File: src/rtl/fds_pkg.sv
package fds_pkg;
  timeunit 1ns;
  timeprecision 100ps;

  localparam int WORD_BYTES = 4;
  localparam int CNT_W      = 12;

  localparam logic [2:0] OP_SYNC_ODD   = 3'd1;
  localparam logic [2:0] OP_SYNC_EVEN  = 3'd2;
  localparam logic [2:0] OP_JUMP       = 3'd3;
  localparam logic [2:0] OP_LINE_START = 3'd4;
  localparam logic [2:0] OP_INLINE     = 3'd5;

  typedef enum logic [3:0] {
    S_IDLE, S_FETCH0, S_FETCH1, S_DECODE,
    S_WAIT_ODD, S_WAIT_EVEN, S_WAIT_LINE, S_MOVE, S_HALT
  } seqState_e;

  // strobes from control to datapath
  typedef struct packed {
    logic loadInstr;
    logic clearLine;
    logic moveEn;
  } dpCtrl_t;
endpackage

File: src/rtl/fds_ctrl.sv
module fds_ctrl
  import fds_pkg::*;
#(
  parameter int PTR_W = 8
) (
  input  logic                 clk,
  input  logic                 rstN,
  input  logic                 start,
  input  logic [PTR_W-1:0]     startPtr,
  output logic                 progRd,
  output logic [PTR_W-1:0]     progAddr,
  input  logic [31:0]          progData,
  input  logic                 fieldOdd,
  input  logic                 fieldEven,
  input  logic                 lineMark,
  input  logic                 remZero,
  input  logic [CNT_W-1:0]     lineCount,
  output dpCtrl_t              ctl,
  output logic [31:0]          instrAddr,
  output logic [CNT_W-1:0]     instrCount,
  output logic                 irq,
  output logic                 err
);
  timeunit 1ns;
  timeprecision 100ps;

  seqState_e state, nextState;
  logic [PTR_W-1:0] ptr;
  logic             validReg, irqEnReg;
  logic [2:0]       opReg;
  logic [CNT_W-1:0] posReg, cntReg;
  logic             finish, goHalt, jumpTaken;
  logic             irqQ, errQ;

  assign instrAddr  = progData;
  assign instrCount = cntReg;
  assign irq        = irqQ;
  assign err        = errQ;

  always_comb begin
    nextState = state;
    progRd    = 1'b0;
    progAddr  = ptr;
    ctl       = '0;
    finish    = 1'b0;
    goHalt    = 1'b0;
    jumpTaken = 1'b0;
    unique case (state)
      S_IDLE:   if (start) nextState = S_FETCH0;
      S_FETCH0: begin progRd = 1'b1; nextState = S_FETCH1; end
      S_FETCH1: begin
        progRd    = 1'b1;
        progAddr  = ptr + PTR_W'(1);
        nextState = S_DECODE;
      end
      S_DECODE: begin
        if (!validReg) goHalt = 1'b1;
        else begin
          case (opReg)
            OP_SYNC_ODD:  nextState = S_WAIT_ODD;
            OP_SYNC_EVEN: nextState = S_WAIT_EVEN;
            OP_JUMP:      begin jumpTaken = 1'b1; finish = 1'b1; end
            OP_LINE_START: begin
              ctl.loadInstr = 1'b1;
              ctl.clearLine = 1'b1;
              nextState     = S_WAIT_LINE;
            end
            OP_INLINE: begin
              if (posReg != lineCount) goHalt = 1'b1;
              else begin
                ctl.loadInstr = 1'b1;
                nextState     = S_MOVE;
              end
            end
            default: goHalt = 1'b1;
          endcase
        end
      end
      S_WAIT_ODD:  if (fieldOdd)  finish = 1'b1;
      S_WAIT_EVEN: if (fieldEven) finish = 1'b1;
      S_WAIT_LINE: if (lineMark)  nextState = S_MOVE;
      S_MOVE: begin
        ctl.moveEn = 1'b1;
        if (remZero) finish = 1'b1;
      end
      S_HALT:  nextState = S_HALT;
      default: goHalt = 1'b1;
    endcase
    if (finish) nextState = S_FETCH0;
    if (goHalt) nextState = S_HALT;
  end

  always_ff @(posedge clk or negedge rstN) begin
    if (!rstN) begin
      state    <= S_IDLE;
      ptr      <= '0;
      validReg <= 1'b0;
      irqEnReg <= 1'b0;
      opReg    <= '0;
      posReg   <= '0;
      cntReg   <= '0;
      irqQ     <= 1'b0;
      errQ     <= 1'b0;
    end else begin
      state <= nextState;
      if (state == S_IDLE && start) ptr <= startPtr;
      else if (jumpTaken)           ptr <= progData[PTR_W+1:2];
      else if (finish)              ptr <= ptr + PTR_W'(2);
      if (state == S_FETCH1) begin
        validReg <= progData[31];
        opReg    <= progData[30:28];
        irqEnReg <= progData[27];
        posReg   <= progData[23:12];
        cntReg   <= progData[11:0];
      end
      irqQ <= finish & irqEnReg;
      errQ <= errQ | goHalt;
    end
  end

  // error flag never clears on its own
  a_r2_err_sticky: assert property (@(posedge clk) disable iff (!rstN)
    err |=> err);
  // a halted sequencer reads no program words
  a_r2_halt_quiet: assert property (@(posedge clk) disable iff (!rstN)
    (state == S_HALT) |-> (!progRd && err));
  // second read of a pair addresses the following word
  a_r1_pair_fetch: assert property (@(posedge clk) disable iff (!rstN)
    (progRd && $past(progRd)) |-> (progAddr == $past(progAddr) + PTR_W'(1)));
  // a jump sends the next fetch to the target taken from the second word
  a_r4_jump_target: assert property (@(posedge clk) disable iff (!rstN)
    jumpTaken |=> (progRd && progAddr == $past(progData[PTR_W+1:2])));
  // interrupt is a single-cycle pulse
  a_r9_irq_pulse: assert property (@(posedge clk) disable iff (!rstN)
    irq |=> !irq);
endmodule

File: src/rtl/fds_dp.sv
module fds_dp
  import fds_pkg::*;
(
  input  logic             clk,
  input  logic             rstN,
  input  dpCtrl_t          ctl,
  input  logic [31:0]      instrAddr,
  input  logic [CNT_W-1:0] instrCount,
  input  logic             pixValid,
  input  logic [7:0]       pixData,
  output logic             pixReady,
  input  logic             wrReady,
  output logic             wrValid,
  output logic [31:0]      wrAddr,
  output logic [31:0]      wrData,
  output logic [3:0]       wrBe,
  output logic             remZero,
  output logic [CNT_W-1:0] lineCount
);
  timeunit 1ns;
  timeprecision 100ps;

  localparam int LANES  = WORD_BYTES;
  localparam int LANE_W = $clog2(LANES);

  logic [31:0]        curAddr;
  logic [CNT_W-1:0]   remCnt, lineCnt;
  logic [31-LANE_W:0] accWordAddr;
  logic [LANES-1:0]   accBe, laneOneHot;
  logic [31:0]        accData;
  logic               outValid, slotFree, fire, accept, flush;
  logic [LANE_W-1:0]  lane;

  assign lane       = curAddr[LANE_W-1:0];
  assign laneOneHot = LANES'(1) << lane;
  assign remZero    = (remCnt == '0);
  assign slotFree   = !outValid || wrReady;
  assign fire       = outValid && wrReady;
  assign pixReady   = ctl.moveEn && !remZero && slotFree;
  assign accept     = pixReady && pixValid;
  assign flush      = accept && ((lane == LANE_W'(LANES-1)) || (remCnt == CNT_W'(1)));

  assign wrValid    = outValid;
  assign wrAddr     = {accWordAddr, {LANE_W{1'b0}}};
  assign wrData     = accData;
  assign wrBe       = accBe;
  assign lineCount  = lineCnt;

  for (genvar g = 0; g < LANES; g++) begin : gLane
    logic [7:0] laneByte;
    always_ff @(posedge clk or negedge rstN) begin
      if (!rstN)                               laneByte <= '0;
      else if (accept && lane == LANE_W'(g))   laneByte <= pixData;
    end
    assign accData[8*g +: 8] = laneByte;
  end

  always_ff @(posedge clk or negedge rstN) begin
    if (!rstN) begin
      curAddr     <= '0;
      remCnt      <= '0;
      lineCnt     <= '0;
      accWordAddr <= '0;
      accBe       <= '0;
      outValid    <= 1'b0;
    end else begin
      if (ctl.loadInstr) begin
        curAddr <= instrAddr;
        remCnt  <= instrCount;
      end else if (accept) begin
        curAddr <= curAddr + 32'd1;
        remCnt  <= remCnt - CNT_W'(1);
      end
      if (ctl.clearLine)  lineCnt <= '0;
      else if (accept)    lineCnt <= lineCnt + CNT_W'(1);
      if (accept) begin
        accWordAddr <= curAddr[31:LANE_W];
        accBe       <= (fire ? '0 : accBe) | laneOneHot;
      end else if (fire) begin
        accBe <= '0;
      end
      outValid <= accept ? flush : (outValid && !wrReady);
    end
  end

  // a stalled write keeps every field
  a_r8_hold_stable: assert property (@(posedge clk) disable iff (!rstN)
    (wrValid && !wrReady) |=> (wrValid && $stable(wrAddr) && $stable(wrData) && $stable(wrBe)));
  // every issued write enables at least one lane
  a_r7_be_nonzero: assert property (@(posedge clk) disable iff (!rstN)
    wrValid |-> (wrBe != '0));
endmodule

File: src/rtl/fieldDmaSeq.sv
module fieldDmaSeq
  import fds_pkg::*;
#(
  parameter int PTR_W = 8
) (
  input  logic             clk,
  input  logic             rstN,
  input  logic             start,
  input  logic [PTR_W-1:0] startPtr,
  output logic             progRd,
  output logic [PTR_W-1:0] progAddr,
  input  logic [31:0]      progData,
  input  logic             pixValid,
  input  logic [7:0]       pixData,
  output logic             pixReady,
  input  logic             fieldOdd,
  input  logic             fieldEven,
  input  logic             lineMark,
  output logic             wrValid,
  input  logic             wrReady,
  output logic [31:0]      wrAddr,
  output logic [31:0]      wrData,
  output logic [3:0]       wrBe,
  output logic             irq,
  output logic             err
);
  timeunit 1ns;
  timeprecision 100ps;

  dpCtrl_t          ctl;
  logic [31:0]      instrAddr;
  logic [CNT_W-1:0] instrCount, lineCount;
  logic             remZero;

  fds_ctrl #(.PTR_W(PTR_W)) uCtrl (
    .clk(clk), .rstN(rstN), .start(start), .startPtr(startPtr),
    .progRd(progRd), .progAddr(progAddr), .progData(progData),
    .fieldOdd(fieldOdd), .fieldEven(fieldEven), .lineMark(lineMark),
    .remZero(remZero), .lineCount(lineCount), .ctl(ctl),
    .instrAddr(instrAddr), .instrCount(instrCount), .irq(irq), .err(err)
  );

  fds_dp uDp (
    .clk(clk), .rstN(rstN), .ctl(ctl), .instrAddr(instrAddr),
    .instrCount(instrCount), .pixValid(pixValid), .pixData(pixData),
    .pixReady(pixReady), .wrReady(wrReady), .wrValid(wrValid),
    .wrAddr(wrAddr), .wrData(wrData), .wrBe(wrBe),
    .remZero(remZero), .lineCount(lineCount)
  );
endmodule

File: config.mk
export PLATFORM = sky130hd
export DESIGN_NAME = fieldDmaSeq
export DESIGN_NICKNAME = d
export VERILOG_FILES = /design/src/rtl/fds_pkg.sv /design/src/rtl/fds_ctrl.sv /design/src/rtl/fds_dp.sv /design/src/rtl/fieldDmaSeq.sv
export SDC_FILE = /design/constraint.sdc
export NUM_CORES = 1
export LEC_CHECK = 0
export BUFFER_PORTS_ARGS = -buffer_cell sky130_fd_sc_hd__buf_2
export CORE_ASPECT_RATIO = 0.9
export CORE_MARGIN = 10
export CORE_UTILIZATION = 45
export DETAILED_ROUTE_END_ITERATION = 12
export GPL_ROUTABILITY_DRIVEN = 1
export GPL_TIMING_DRIVEN = 0
export PLACE_DENSITY = 0.72
export SYNTH_ARGS = -nofsm -noshare
export SYNTH_HDL_FRONTEND = slang
export SYNTH_SLANG_ARGS = --single-unit
File: constraint.sdc
create_clock -name clk -period 5.5 [get_ports clk]
set_input_delay 0.55 -clock clk [delete_from_list [all_inputs] [get_ports clk]]
set_output_delay 0.55 -clock clk [all_outputs]
set_load 0.005 [all_outputs]
==> metrics.yaml <==
maxCapViolCount: 0
finalInstanceArea_um2: 9704
r2r-start: "uDp.curAddr[0]"
die_x_um: 161.2
rrSetupSlack_ns: 2.81
min_path_type: "in2async"
multiInputGateArea_um2: 3707
crit_path_cell_trace: "clkbuf_1 -> nor4b_4 -> clkbuf_1 -> mux2_2 -> buf_2"
cts_max_level: 4
hold_ws_ns: -0.004189
cts_max_path_buffers: 2
drt_first_pass_iters: 5
drt-total-wl_um: 22020
finalCriticalPeriod_ns: 3.458
async_reset_ff_share_pct: 100.0
fillers: 1607
cts_tree: "done"
worstMarginPinSlew_ns: 0.8129
routedWlPerCell_um: 18.35
endpoint_kind: "output pin"
dieArea_um2: 23710
status: "finished with violations"
cp_top_family: "buffers and inverters"
rsz0062_at_grt: "no"
first_global_vias: 6559
ant_nets: 0
pin_count: 137
globalplace.congestion: 0.8696
worstPathMaxFanout: 10
skew_ns: 0.01215
via_per_inst: 5.458
cts_resized: 0
cts-buffers-inserted: 17
grt_pass1_wl_um: 35600
final_cell_mix: "166 x dfrtp_1, 161 x nand2_1, 145 x buf_2, 65 x mux2_2, 43 x nor2_1"
numPortBuffers: 134
finalWorstSetupSlack_ns: 2.042
ir_worst_vdd_mv: 0.2586
synth_area_leader_cell: "dfrtp_1"
worstSkewPairLatency_ns: 0.44
area_growth_pct: 20.17
violations: "hold timing"
place_ws_ns: 2.496
via_count: 6550
seq_area_frac_synth_pct: 51.44
drive_above_1_share_pct: 27.63
max_freq_mhz: 289.2
drc: 0
cp_slowest_cell: "nor4b_4"
register_area_um2: 4154
nNetsFinal: 1012
ys.flop_type: "dfrtp_1"
final-setup-viol-count: 0
pwr_density_cell_nw_per_um2: 348.1
placedCellCount: 1167
cp.buffers_inverters: 3
fin_setup_tns_ns: 0
synth.top_cell.area_share_pct: 51.44
m1WireLength_um: 9727
clock_sinks: 166
synth_seq_cells: 166
fp.coreArea_um2: 17610
top_layer_used: "met4"
die_h_um: 147.1
critPathMaxStageDelay_ns: 0.78
antenna_found_initial: 1
cts_setup_buffers: 0
avgSynthCellArea_um2: 10.21
path_clk_slew_ns: 0.07
start_util_pct: 45.85
dpl-instance-area_um2: 9087
grt_use_total_pct: 18.77
overflow: 0
met2WireLength_um: 10310
netlist_instances: 791
critPathArrivalTime_ns: 2.91
synth_area_um2: 8075
synth_edf_count: 0
p_leak_nw: 4.628
crit_path_start_kind: "flop"
wl_met3_um: 1677
max-slew-margin-rel_pct: 45.57
rows: 46
ctsHoldBuffers: 0
clock-root-buffer: "clkbuf_16"
grt_max_degree: 116
crit_path_frequent_cell: "clkbuf_1"
min_period_over_period_pct: 62.87
yosys_warnings: 0
synth_top_cells_by_area: "dfrtp_1 51%, mux2_2 9.1%, nand2_1 7.5%"
required_ns: 4.95
first_iter_violations: 491
ys_types: 61
finalNonFillerCells: 1200
slew_violations: 0
place_hpwl_um: 16320
worstSetupPathType: "reg2out"
hold_viol_final: 1
layout_commonest_cell: "dfrtp_1"
ff2ff_path_depth: 7
reg2reg_to: "uDp.curAddr[28]"
metrics by stage:
stage / total power, W / util, %
global placement: 0.002107 / 51.39
floorplan: 0.001928 / -
global route: 0.003536 / 55.09
CTS: 0.003395 / 55.09
detailed placement: 0.002134 / 51.60
finish: 0.003378 / 55.10
worst max-delay path by stage:
stage                   start  cells past startpoint                  endpoint
2_1_floorplan  uCtrl.state[0]                      4               progAddr[1]
5_1_grt        uCtrl.state[3]                      6               progAddr[6]
4_1_cts        uCtrl.state[3]                      5               progAddr[1]
3_5_place_dp   uCtrl.state[3]                      5               progAddr[1]
6_report       uCtrl.state[3]                      5               progAddr[1]
3_3_place_gp             rstN                      1  uDp.gLane[0].laneByte[6]
flip-flops by register name, indices dropped and copies added, names as in the netlist, 3 cells and up:
register            count
uDp.wrBe                4
uCtrl.state             4
uCtrl.ptr               8
uCtrl.posReg           12
uDp.gLane.laneByte     32
uCtrl.instrCount       12
uDp.remCnt             12
uDp.curAddr            32
uDp.lineCount          12
uCtrl.opReg             3
uDp.accWordAddr        30
final cells by class:
type,instances,area share (%)
inverters,13,0.5028
repair buffers,135,7.298
diodes,1,0.02579
flip-flops and latches,166,42.81
clock inverters,15,1.947
clock buffers,17,4.384
multi-input cells,577,38.20
well taps,240,3.094
plain buffers,36,1.741
cell families (layout without fill, tap and decap cells):
group,Yosys count,count (layout),synth area share (%)
other cells,1,3,0.04644
simple gates,331,331,19.83
mux,73,73,10.06
buf+inv,49,216,2.696
flops,166,166,51.44
fa+ha+maj,10,10,1.549
xor+xnor,58,58,6.291
compound gates,103,103,8.088
synth_stat cells (all sizes together), types with 10 or more instances:
master / count
dfrtp: 166
xor2: 20
ha: 10
xnor2: 38
nor2: 44
nand4: 22
nand3: 23
nand2: 165
inv: 13
nor4: 10
nor3: 15
clkbuf: 19
o21ai: 45
and3: 13
a21oi: 18
buf: 17
mux2: 65
per-layer routing:
layer | vias up | GRT usage (%)
met3 | 28 | 6.257
met4 | 0 | 5.273
met1 | 3228 | 24.36
met2 | 223 | 29.34
li1 | 3071 | -
met5 | - | 0
where the power goes:
group          switching (W)  internal (W)
clock               0.000534      0.000725
combinational       0.000275      0.000297
sequential          0.000163       0.00138
total               0.000972       0.00241
(Power assumes the default switching activity.)
